<file path="config.mk">
export PLATFORM = sky130hd
export DESIGN_NAME = rx_addr_gate
export DESIGN_NICKNAME = d
export VERILOG_FILES = /design/src/rtl/rxaf_pkg.sv /design/src/rtl/rxaf_capture.sv /design/src/rtl/rxaf_crc.sv /design/src/rtl/rxaf_classify.sv /design/src/rtl/rx_addr_gate.sv
export SDC_FILE = /design/constraint.sdc
export NUM_CORES = 1
export LEC_CHECK = 0
export ABC_AREA = 1
export BUFFER_PORTS_ARGS = -buffer_cell sky130_fd_sc_hd__buf_2
export CORE_MARGIN = 8
export CORE_UTILIZATION = 46
export CTS_CLUSTER_SIZE = 25
export DETAILED_ROUTE_END_ITERATION = 7
export PLACE_DENSITY_LB_ADDON = 0.05
export SLEW_MARGIN = 10
export SYNTH_ARGS = -nofsm -noshare
export SYNTH_HDL_FRONTEND = slang
export SYNTH_SLANG_ARGS = --single-unit
export TNS_END_PERCENT = 20
</file>
<file path="constraint.sdc">
create_clock -name clk -period 2.65 [get_ports clk]
set_clock_uncertainty 0.1 [all_clocks]
set_input_delay 0.795 -clock clk [delete_from_list [all_inputs] [get_ports clk]]
set_output_delay 0.795 -clock clk [all_outputs]
set_load 0.05 [all_outputs]
</file>
<file path="src/rtl/rxaf_pkg.sv">
package rxaf_pkg;
  localparam int OCTET = 8;

  // Fold one byte into the CRC register, least significant data bit first.
  function automatic logic [31:0] crc_step(input logic [31:0] crc_in,
                                           input logic [OCTET-1:0] data,
                                           input logic [31:0] poly);
    logic [31:0] c;
    logic        fb;
    c = crc_in;
    for (int k = 0; k < OCTET; k++) begin
      fb = c[31] ^ data[k];
      c  = {c[30:0], 1'b0} ^ (fb ? poly : 32'h0);
    end
    return c;
  endfunction
endpackage

</file>
<file path="src/rtl/rxaf_capture.sv">
module rxaf_capture #(
  parameter int ADDR_BYTES = 6
) (
  input  logic                          clk,
  input  logic                          rst_n,
  input  logic                          sof,
  input  logic                          byte_vld,
  input  logic [rxaf_pkg::OCTET-1:0]    byte_data,
  output logic                          take_byte,
  output logic                          last_byte,
  output logic [8*ADDR_BYTES-1:0]       addr_full
);
  localparam int CNT_W = $clog2(ADDR_BYTES + 1);
  localparam logic [CNT_W-1:0] CNT_DONE = CNT_W'(ADDR_BYTES);
  localparam logic [CNT_W-1:0] CNT_LAST = CNT_W'(ADDR_BYTES - 1);

  logic [CNT_W-1:0] cnt_q;

  assign take_byte = byte_vld && !sof && (cnt_q != CNT_DONE);
  assign last_byte = take_byte && (cnt_q == CNT_LAST);

  always_ff @(posedge clk or negedge rst_n) begin
    if (!rst_n)         cnt_q <= '0;
    else if (sof)       cnt_q <= '0;
    else if (take_byte) cnt_q <= cnt_q + 1'b1;
  end

  // Only the leading bytes are held; the final byte is used live.
  for (genvar i = 0; i < ADDR_BYTES - 1; i++) begin : g_hold
    logic [7:0] held_q;
    always_ff @(posedge clk or negedge rst_n) begin
      if (!rst_n)                                   held_q <= '0;
      else if (take_byte && cnt_q == CNT_W'(i))     held_q <= byte_data;
    end
    assign addr_full[8*(ADDR_BYTES-i)-1 -: 8] = held_q;
  end
  assign addr_full[7:0] = byte_data;
endmodule

</file>
<file path="src/rtl/rxaf_crc.sv">
module rxaf_crc #(
  parameter logic [31:0] POLY = 32'h04C1_1DB7,
  parameter logic [31:0] INIT = 32'hFFFF_FFFF
) (
  input  logic                       clk,
  input  logic                       rst_n,
  input  logic                       sof,
  input  logic                       take_byte,
  input  logic [rxaf_pkg::OCTET-1:0] byte_data,
  output logic [31:0]                crc_next
);
  logic [31:0] crc_q;

  assign crc_next = rxaf_pkg::crc_step(crc_q, byte_data, POLY);

  always_ff @(posedge clk or negedge rst_n) begin
    if (!rst_n)         crc_q <= INIT;
    else if (sof)       crc_q <= INIT;
    else if (take_byte) crc_q <= crc_next;
  end
endmodule

</file>
<file path="src/rtl/rxaf_classify.sv">
module rxaf_classify #(
  parameter int ADDR_BYTES = 6,
  parameter int HASH_BITS  = 6,
  localparam int ADDR_W  = 8 * ADDR_BYTES,
  localparam int HALF_W  = ADDR_W / 2,
  localparam int TABLE_W = 1 << HASH_BITS,
  localparam int WORD_W  = TABLE_W / 2
) (
  input  logic [ADDR_W-1:0] addr,
  input  logic [31:0]       crc,
  input  logic [HALF_W-1:0] station_hi,
  input  logic [HALF_W-1:0] station_lo,
  input  logic [WORD_W-1:0] hash_hi,
  input  logic [WORD_W-1:0] hash_lo,
  input  logic              promisc,
  input  logic              bcast_en,
  input  logic              mcast_en,
  input  logic              ucast_filt,
  output logic              is_bcast,
  output logic              is_mcast,
  output logic              station_hit,
  output logic              hash_hit,
  output logic              accept
);
  logic [HASH_BITS-1:0] bin;
  logic [TABLE_W-1:0]   table_all;

  assign bin         = crc[31 -: HASH_BITS];
  assign table_all   = {hash_hi, hash_lo};
  assign hash_hit    = table_all[bin];
  assign is_bcast    = &addr;
  assign is_mcast    = addr[ADDR_W-8];
  assign station_hit = (addr == {station_hi, station_lo});

  always_comb begin
    if (promisc)       accept = 1'b1;
    else if (is_bcast) accept = bcast_en;
    else if (is_mcast) accept = mcast_en && hash_hit;
    else               accept = !ucast_filt || station_hit;
  end
endmodule

</file>
<file path="src/rtl/rx_addr_gate.sv">
module rx_addr_gate #(
  parameter int ADDR_BYTES = 6,
  parameter int HASH_BITS  = 6,
  localparam int HALF_W = 4 * ADDR_BYTES,
  localparam int WORD_W = (1 << HASH_BITS) / 2
) (
  input  logic              clk,
  input  logic              rst_n,
  input  logic              sof,
  input  logic              byte_vld,
  input  logic [7:0]        byte_data,
  input  logic [HALF_W-1:0] cfg_station_hi,
  input  logic [HALF_W-1:0] cfg_station_lo,
  input  logic [WORD_W-1:0] cfg_hash_hi,
  input  logic [WORD_W-1:0] cfg_hash_lo,
  input  logic              cfg_promisc,
  input  logic              cfg_bcast_en,
  input  logic              cfg_mcast_en,
  input  logic              cfg_ucast_filt,
  output logic              verdict_vld,
  output logic              verdict_accept
);
  logic                    take_byte;
  logic                    last_byte_evt;
  logic [8*ADDR_BYTES-1:0] addr_full;
  logic [31:0]             crc_next;
  logic                    is_bcast, is_mcast, station_hit, hash_hit, accept_now;

  rxaf_capture #(.ADDR_BYTES(ADDR_BYTES)) u_capture (
    .clk(clk), .rst_n(rst_n), .sof(sof), .byte_vld(byte_vld),
    .byte_data(byte_data), .take_byte(take_byte),
    .last_byte(last_byte_evt), .addr_full(addr_full)
  );

  rxaf_crc u_crc (
    .clk(clk), .rst_n(rst_n), .sof(sof), .take_byte(take_byte),
    .byte_data(byte_data), .crc_next(crc_next)
  );

  rxaf_classify #(.ADDR_BYTES(ADDR_BYTES), .HASH_BITS(HASH_BITS)) u_classify (
    .addr(addr_full), .crc(crc_next),
    .station_hi(cfg_station_hi), .station_lo(cfg_station_lo),
    .hash_hi(cfg_hash_hi), .hash_lo(cfg_hash_lo),
    .promisc(cfg_promisc), .bcast_en(cfg_bcast_en),
    .mcast_en(cfg_mcast_en), .ucast_filt(cfg_ucast_filt),
    .is_bcast(is_bcast), .is_mcast(is_mcast),
    .station_hit(station_hit), .hash_hit(hash_hit), .accept(accept_now)
  );

  always_ff @(posedge clk or negedge rst_n) begin
    if (!rst_n) begin
      verdict_vld    <= 1'b0;
      verdict_accept <= 1'b0;
    end else begin
      verdict_vld    <= last_byte_evt;
      verdict_accept <= last_byte_evt && accept_now;
    end
  end
endmodule

</file>
==> metrics.md, run 1 <==
| Metric | Value |
|---|---|
| Post-Layout Inst Area | `about 7100 sq um` |
| Mapped Nets | `822` |
| Finish-stage setup viols | `0` |
| Setup crit end kind | `flop` |
| Run status | `finished clean` |
| DR pass1 iterations | `4` |
| Worst vdd ir | `0.720 mV` |
| H-tree Lvls | `3` |
| Drt wl/cell | `16.0 microns` |
| Total gr overflow | `0` |
| Root buffer cell | `clkbuf_16` |
| Mean post-synth cell area | `7.94 sq um` |
| Initial DRC count | `roughly 280` |
| Die Wd | `125 microns` |
| Clk pin slew, worst setup/hold paths | `about 0.06 ns` |
| First-pass GRT wire length | `25900 microns` |
| Area leader, netlist | `dfrtp_1` |
| Main synth FF type | `dfrtp_1` |
| Final-report max-slew violation count | `0` |
| # IOs | `130` |
| EDFF count, synth | `0` |
| Seq pwr share | `0.232` |
| MaxCap Viol Count | `0` |
| Critical Path RT | `between 2 and 3 ns` |
| Post-DP HPWL | `12400 microns` |
| Core Region | `11800 sq um` |
| Worst Hold Slack | `0.362 ns` |
| Antenna Nets Post-Route | `0` |
| Worst setup SP type | `input pin` |
| Layout cells sized above 1 | `0.335` |
| P_int | `0.00498 W` |
| Fmax achieved | `slightly above 400 MHz` |
| # DRC | `0` |
| Gr usage total | `0.203` |
| Power per cell area | `1260 nW/um^2` |
| Setup CP Type | `input pin to flop` |
| CTS Buf Count | `9` |
| Logic pwr share | `0.626` |
| Rows | `40` |
| YS warnings | `0` |
| Die Area | `15600 sq um` |
| Area grow syn2layout | `28.9%` |
| Initial antenna violation count | `0` |
| Placer Congestion | `0.868` |
| Post-layout min period | `2.41 ns` |
| CTS tree | `yes` |
| DR vias | `5234` |
| Nets@finish | `996` |
| Synth top cells by count | `nand2_1 (139), nand3_1 (99), inv_1 (61)` |
| Synth top area share | `0.206` |
| Seq cells post-synth | `77` |
| Sw frac | `0.441` |
| Worst-case clock buffer depth | `2` |
| Crit path DAT | `2.54 ns` |
| Slew margin rel. | `0.664` |
| Netlist cell types | `38` |
| Largest net degree at the start of global routing | `78` |
| Synthesized area | `5470 sq um` |
| Async SR Flop Fraction | `1.00` |
| Critical R2R Capture | `verdict_accept` |
| PortBufs | `129` |
| Reg2reg start | `u_crc.crc_q[28]` |
| # fillers | `1085` |
| Psw | `0.00393 W` |
| Cells after DPL | `994` |
| Most numerous cell in the Yosys netlist | `nand2_1` |
| Synth area leaders | `dfrtp_1 (21%), dfstp_2 (15%), xor2_1 (9.6%)` |
| Hold buffer count at cts | `0` |
| Pleak | `3.44 nW` |
| Total Wirelength | `16200 microns` |
| Crit-path max FO | `16` |
| Sequential area share after synthesis | `0.359` |
| CTS Sinks | `77` |
| Tcrit/Tclk final | `0.910` |
| Die height | `125 microns` |
| Fin cells | `1015` |
| ANT cells | `0` |
| Synth Instances | `689` |
| Clock power share | `0.142` |
| Drt via density | `5.16` |
| Unrepaired setup endpoints after global routing | `no` |
| R2r setup slk | `0.28 ns` |
| Slew of the pin with the lowest slew margin | `between 0.5 and 0.6 ns` |
| Hold Vio Cnt, Final | `0` |
| Starting Density | `0.463` |
| Post-Route Setup TNS | `0 ns` |
| Hold Path Class | `input pin to async pin` |
| Reg2reg path depth | `19` |
| Clock Latency Late Sink | `around 0.34 ns` |
| Area after DPL | `between 6000 and 7000 sq um` |
| Vias in the first global route | `5270` |
[state kept, by name (all words and copies together), names as in the netlist]
name                     flops
u_capture.cnt_q              3
u_capture.g_hold.held_q     40
u_crc.crc_q                 32
verdict_accept               1
verdict_vld                  1
[cell usage in the layout (no fill, tap or decap), types with 2 or more instances in the layout]
cell type  Yosys  layout
xnor2_2        2       2
buf_2          3     129
o21ai_0       54      54
inv_8          1       2
inv_1         61      61
dfrtp_1       45      45
or2_2          6       6
nand2_4        7       6
clkbuf_1      12       2
xor2_1        60      60
a21oi_1        5       5
nor4_1         6       6
a22oi_1        2       2
nand3_4        2       2
buf_12         0       5
o22ai_1       20      20
nand3_2       10      13
o211ai_1       3       3
nand2_2       11      13
nor3_1         4       4
nand2_1      139     137
nand3_1       99      96
nor2_1        23      23
buf_4          3      49
clkbuf_16      0      12
inv_2          8       8
nand2_8        2       4
nand4_1       17      17
clkbuf_8       0       2
xnor2_1       35      35
ha_1           5       5
dfstp_2       32      32
[logic make-up after synthesis]
kind of cell,synth area share
buffers and inverters,0.0775
AND/OR/NAND/NOR,0.299
XOR/XNOR,0.166
AO/OA/AOI/OAI,0.0867
adder cells (fa/ha/maj),0.0114
flip-flops,0.359
[how the worst max path moves through the flow]
| stage | startpoint | end | slack (ns) | cells past startpoint |
|---|---|---|---|---|
| 6_report | byte_data[7] | verdict_accept | 0.24 | 18 |
| 5_1_grt | u_crc.crc_q[28] | verdict_accept | 0.006 | 19 |
| 4_1_cts | byte_data[3] | verdict_accept | 0.21 | 20 |
| 3_5_place_dp | byte_data[3] | verdict_accept | -0.15 | 20 |
| 3_3_place_gp | byte_data[3] | verdict_accept | -0.1 | 20 |
| 2_1_floorplan | byte_data[6] | verdict_accept | 0.10 | 18 |
[per-stage QoR]
step	utilization	worst slack [ns]	power (W)
after floorplan	-	0.101	0.00585
after global routing	0.597	0.00567	0.00962
after global placement	0.560	-0.0957	0.00720
after CTS	0.586	0.210	0.00861
final	0.597	0.237	0.00891
after detailed placement	0.560	-0.155	0.00730
[repair_timing]
item / 4_1_cts / 5_1_grt
endpoints found under the setup margin: 0 / 1
gates resized for setup: 0 / 9
setup buffers: 0 / 1
[per-layer routing]
| layer | global-route usage | routed length [microns] | up-vias |
|---|---|---|---|
| met3 | 0.0450 | 853 | 14 |
| met1 | 0.254 | 7310 | 2453 |
| met4 | 0.0623 | 193 | 0 |
| met5 | 0 | 0 | - |
| met2 | 0.341 | 7850 | 146 |
| li1 | - | - | 2621 |
[power groups by stage]
stage / logic (W) / clock network [W] / registers [W]
after CTS: 0.00525 / 0.00129 / 0.00207
final: 0.00558 / 0.00127 / 0.00207
after detailed placement: 0.00521 / 0 / 0.00208
after global placement: 0.00513 / 0 / 0.00207
after floorplan: 0.00386 / 0 / 0.00199
after global routing: 0.00617 / 0.00134 / 0.00212
[critical path, cell delays in order]
cell	delay [ns]
buf_2	0.14
inv_1	0.09
nand2_1	0.05
nand2_1	0.08
nand2_2	0.06
nand2_2	0.11
nand3_4	0.19
clkbuf_16	0.24
nand3_1	0.10
nand3_2	0.08
nand3_1	0.07
nand3_1	0.08
nand3_1	0.09
nand3_1	0.09
nand3_2	0.09
nand2_1	0.05
nand2_1	0.06
a21oi_2	0.05
[layout make-up]
type	count	area [sq um]	area share
Multi-Input combinational cell	518	3130	0.444
Sequential cell	77	1970	0.279
Timing Repair Buffer	186	1190	0.168
Inverter	71	282	0.0399
Clock buffer	13	260	0.0369
Tap cell	147	184	0.0261
Clock inverter	3	43.8	0.00621
(Power assumes the default switching activity.)
==> inputs of run 2 (changes only) <==
--- a/config.mk
+++ b/config.mk
@@ -11,6 +11,8 @@
 export CORE_UTILIZATION = 46
 export CTS_CLUSTER_SIZE = 25
 export DETAILED_ROUTE_END_ITERATION = 7
+export GPL_ROUTABILITY_DRIVEN = 0
+export GPL_TIMING_DRIVEN = 0
 export PLACE_DENSITY_LB_ADDON = 0.05
 export SLEW_MARGIN = 10
 export SYNTH_ARGS = -nofsm -noshare
==> run 2 against run 1 <==
Net effect: via count is 0.78% lower; sequential share of layout area is 0.82 points higher; sequential power hardly changed.
==> metrics.md, run 2 (synthesized netlist as in run 1, its figures left out) <==
| Metric | Value |
|---|---|
| Register Area | `~2000 sq um` |
| Run status | `finished clean` |
| Cells after DPL | `a little under 1000` |
| Most frequent cells in the layout | `nand2_1 (137), buf_2 (126), nand3_1 (96), inv_1 (59), xor2_1 (58)` |
| Clock power share | `0.154` |
| Hold Path Class | `input pin to async pin` |
| P_int | `0.00471 W` |
| # IOs | `130` |
| Largest registers | `u_capture.g_hold.held_q (40), u_crc.crc_q (32), u_capture.cnt_q (3)` |
| Worst vdd ir | `0.928 mV` |
| Final-report max-slew violation count | `0` |
| Layout cells sized above 1 | `0.311` |
| Fmax achieved | `approximately 390 MHz` |
| Pleak | `3.25 nW` |
| First-pass GRT wire length | `26000 microns` |
| CTS tree | `yes` |
| Initial DRC count | `around 290` |
| Sw frac | `0.453` |
| Area of the multi-input gates | `3170 sq um` |
| PortBufs | `127` |
| Finish-stage setup viols | `0` |
| Die Wd | `125 microns` |
| Starting Density | `0.463` |
| Fin cells | `between 900 and 1000` |
| Total Wirelength | `around 16000 microns` |
| Root buffer cell | `clkbuf_16` |
| Seq pwr share | `0.239` |
| Area grow syn2layout | `25.2%` |
| Antenna Nets Post-Route | `0` |
| Clk pin slew, worst setup/hold paths | `0.06 ns` |
| Logic pwr share | `0.608` |
| H-tree Lvls | `3` |
| # DRC | `0` |
| Metal-1 WL | `7180 microns` |
| R2r setup slk | `roughly 0.16 ns` |
| Psw | `slightly below 0.004 W` |
| Drt wl/cell | `16.1 microns` |
| Slew margin rel. | `0.539` |
| Core Region | `11800 sq um` |
| Setup CP Type | `input pin to flop` |
| Hold Vio Cnt, Final | `0` |
| Critical Path RT | `~2.8 ns` |
| Slew of the pin with the lowest slew margin | `0.686 ns` |
| Post-layout min period | `~2.6 ns` |
| Post-DP HPWL | `12300 microns` |
| Most flop-heavy register | `u_capture.g_hold.held_q` |
| Setup crit end kind | `flop` |
| Initial antenna violation count | `0` |
| Final Power | `around 0.0086 W` |
| Tcrit/Tclk final | `0.980` |
| Drt via density | `~5.2` |
| Routed wire length on met2 | `7770 microns` |
| Power per cell area | `between 1000 and 1500 nW/um^2` |
| Die Area | `15600 sq um` |
| Commonest non-fill, non-tap cell in the layout | `nand2_1` |
| MaxCap Viol Count | `0` |
| Total gr overflow | `0` |
| Worst-case clock buffer depth | `2` |
| Die height | `~130 microns` |
| Rows | `40` |
| Nets@finish | `972` |
| Unrepaired setup endpoints after global routing | `yes` |
| Clock Latency Late Sink | `between 0.3 and 0.4 ns` |
| Number of flip-flops in the largest register | `40` |
| # fillers | `1148` |
| Reg2reg path depth | `20` |
| Top sig layer | `met4` |
| Routed wl met3 | `793 microns` |
| CTS Buf Count | `9` |
| Worst setup SP type | `input pin` |
| Post-Route Setup TNS | `0 ns` |
| CTS Sinks | `77` |
| Hold buffer count at cts | `0` |
| Crit-path max FO | `10` |
| Vias in the first global route | `about 5300` |
| DR pass1 iterations | `6` |
| Crit path DAT | `2.72 ns` |
| Largest net degree at the start of global routing | `42` |
| ANT cells | `0` |
| Gr usage total | `0.203` |
| DR vias | `5193` |
## run 2: changes by cell type in the layout (fill, tap and decap cells not counted), moves of 3 or more
cell / before / now
inv_2: 8 / 4
buf_6: 0 / 6
buf_4: 49 / 14
buf_2: 129 / 126
clkbuf_16: 12 / 9
clkinvlp_4: 0 / 3
clkbuf_1: 2 / 11
buf_12: 5 / 2
nand2_2: 13 / 10
inv_4: 0 / 3
## run 2: final timing paths
kind | startpoint | to
setup / recovery | byte_data[1] | verdict_accept
hold / removal | rst_n | u_capture.g_hold[3].held_q[1]
setup reg to reg | u_crc.crc_q[31] | verdict_accept
hold reg to reg | u_crc.crc_q[7] | u_crc.crc_q[7]
max in group asynchronous | rst_n | u_crc.crc_q[25]
min in group clk | u_crc.crc_q[7] | u_crc.crc_q[7]
## run 2: worst max-delay path, stage by stage
cell and delay, ns:
clkbuf_4 0.16, inv_6 0.10, nand2_1 0.07, nand2_2 0.12, nand2_1 0.11, nand2_4 0.15
nand3_4 0.15, buf_2 0.22, nand3_1 0.11, nand3_1 0.08, nand3_1 0.09, nand3_1 0.10
nand3_1 0.10, nand3_1 0.09, nand3_2 0.10, nand2_1 0.06, nand2_1 0.06, a21oi_2 0.05
## run 2: layer usage
layer / global-route usage / vias up
met5: 0 / -
met4: 0.0559 / 0
met1: 0.248 / 2433
li1: - / 2583
met3: 0.0455 / 24
met2: 0.351 / 153
## run 2: area by class of cell
type	instances	share of cell area
Buffer	24	0.0228
Clock buffer	9	0.0329
Clock inverter	6	0.0130
Inverter	71	0.0438
Multi-Input combinational cell	517	0.463
Sequential cell	77	0.287
Tap cell	147	0.0268
Timing Repair Buffer	139	0.111
## run 2: power by group through the flow
stage          Clock, W  Sequential [W]  Combinational (W)
4_1_cts         0.00134         0.00206            0.00503
2_1_floorplan         0         0.00199            0.00386
3_5_place_dp          0         0.00207            0.00485
5_1_grt         0.00139         0.00211            0.00583
3_3_place_gp          0         0.00206            0.00476
6_report        0.00132         0.00206            0.00523
## run 2: repair_timing
item | in CTS | in global routing
endpoints found under the setup margin | 29 | 20
setup buffers | 3 | 8
gates cloned | 0 | 0
pin swaps | 1 | 5
gates resized for setup | 16 | 15
## run 2: metrics by stage
| step | hold WS [ns] | area, sq um | util | setup slack, ns |
|---|---|---|---|---|
| after floorplan | 0.355 | 5470 | - | 0.101 |
| after CTS | 0.322 | 6720 | 0.569 | -0.0412 |
| final | 0.308 | 6850 | 0.580 | 0.0529 |
| after global routing | 0.352 | 6850 | 0.580 | -0.119 |
| after detailed placement | 0.368 | 6310 | 0.535 | -0.643 |
| after global placement | 0.367 | 6290 | 0.533 | -0.640 |
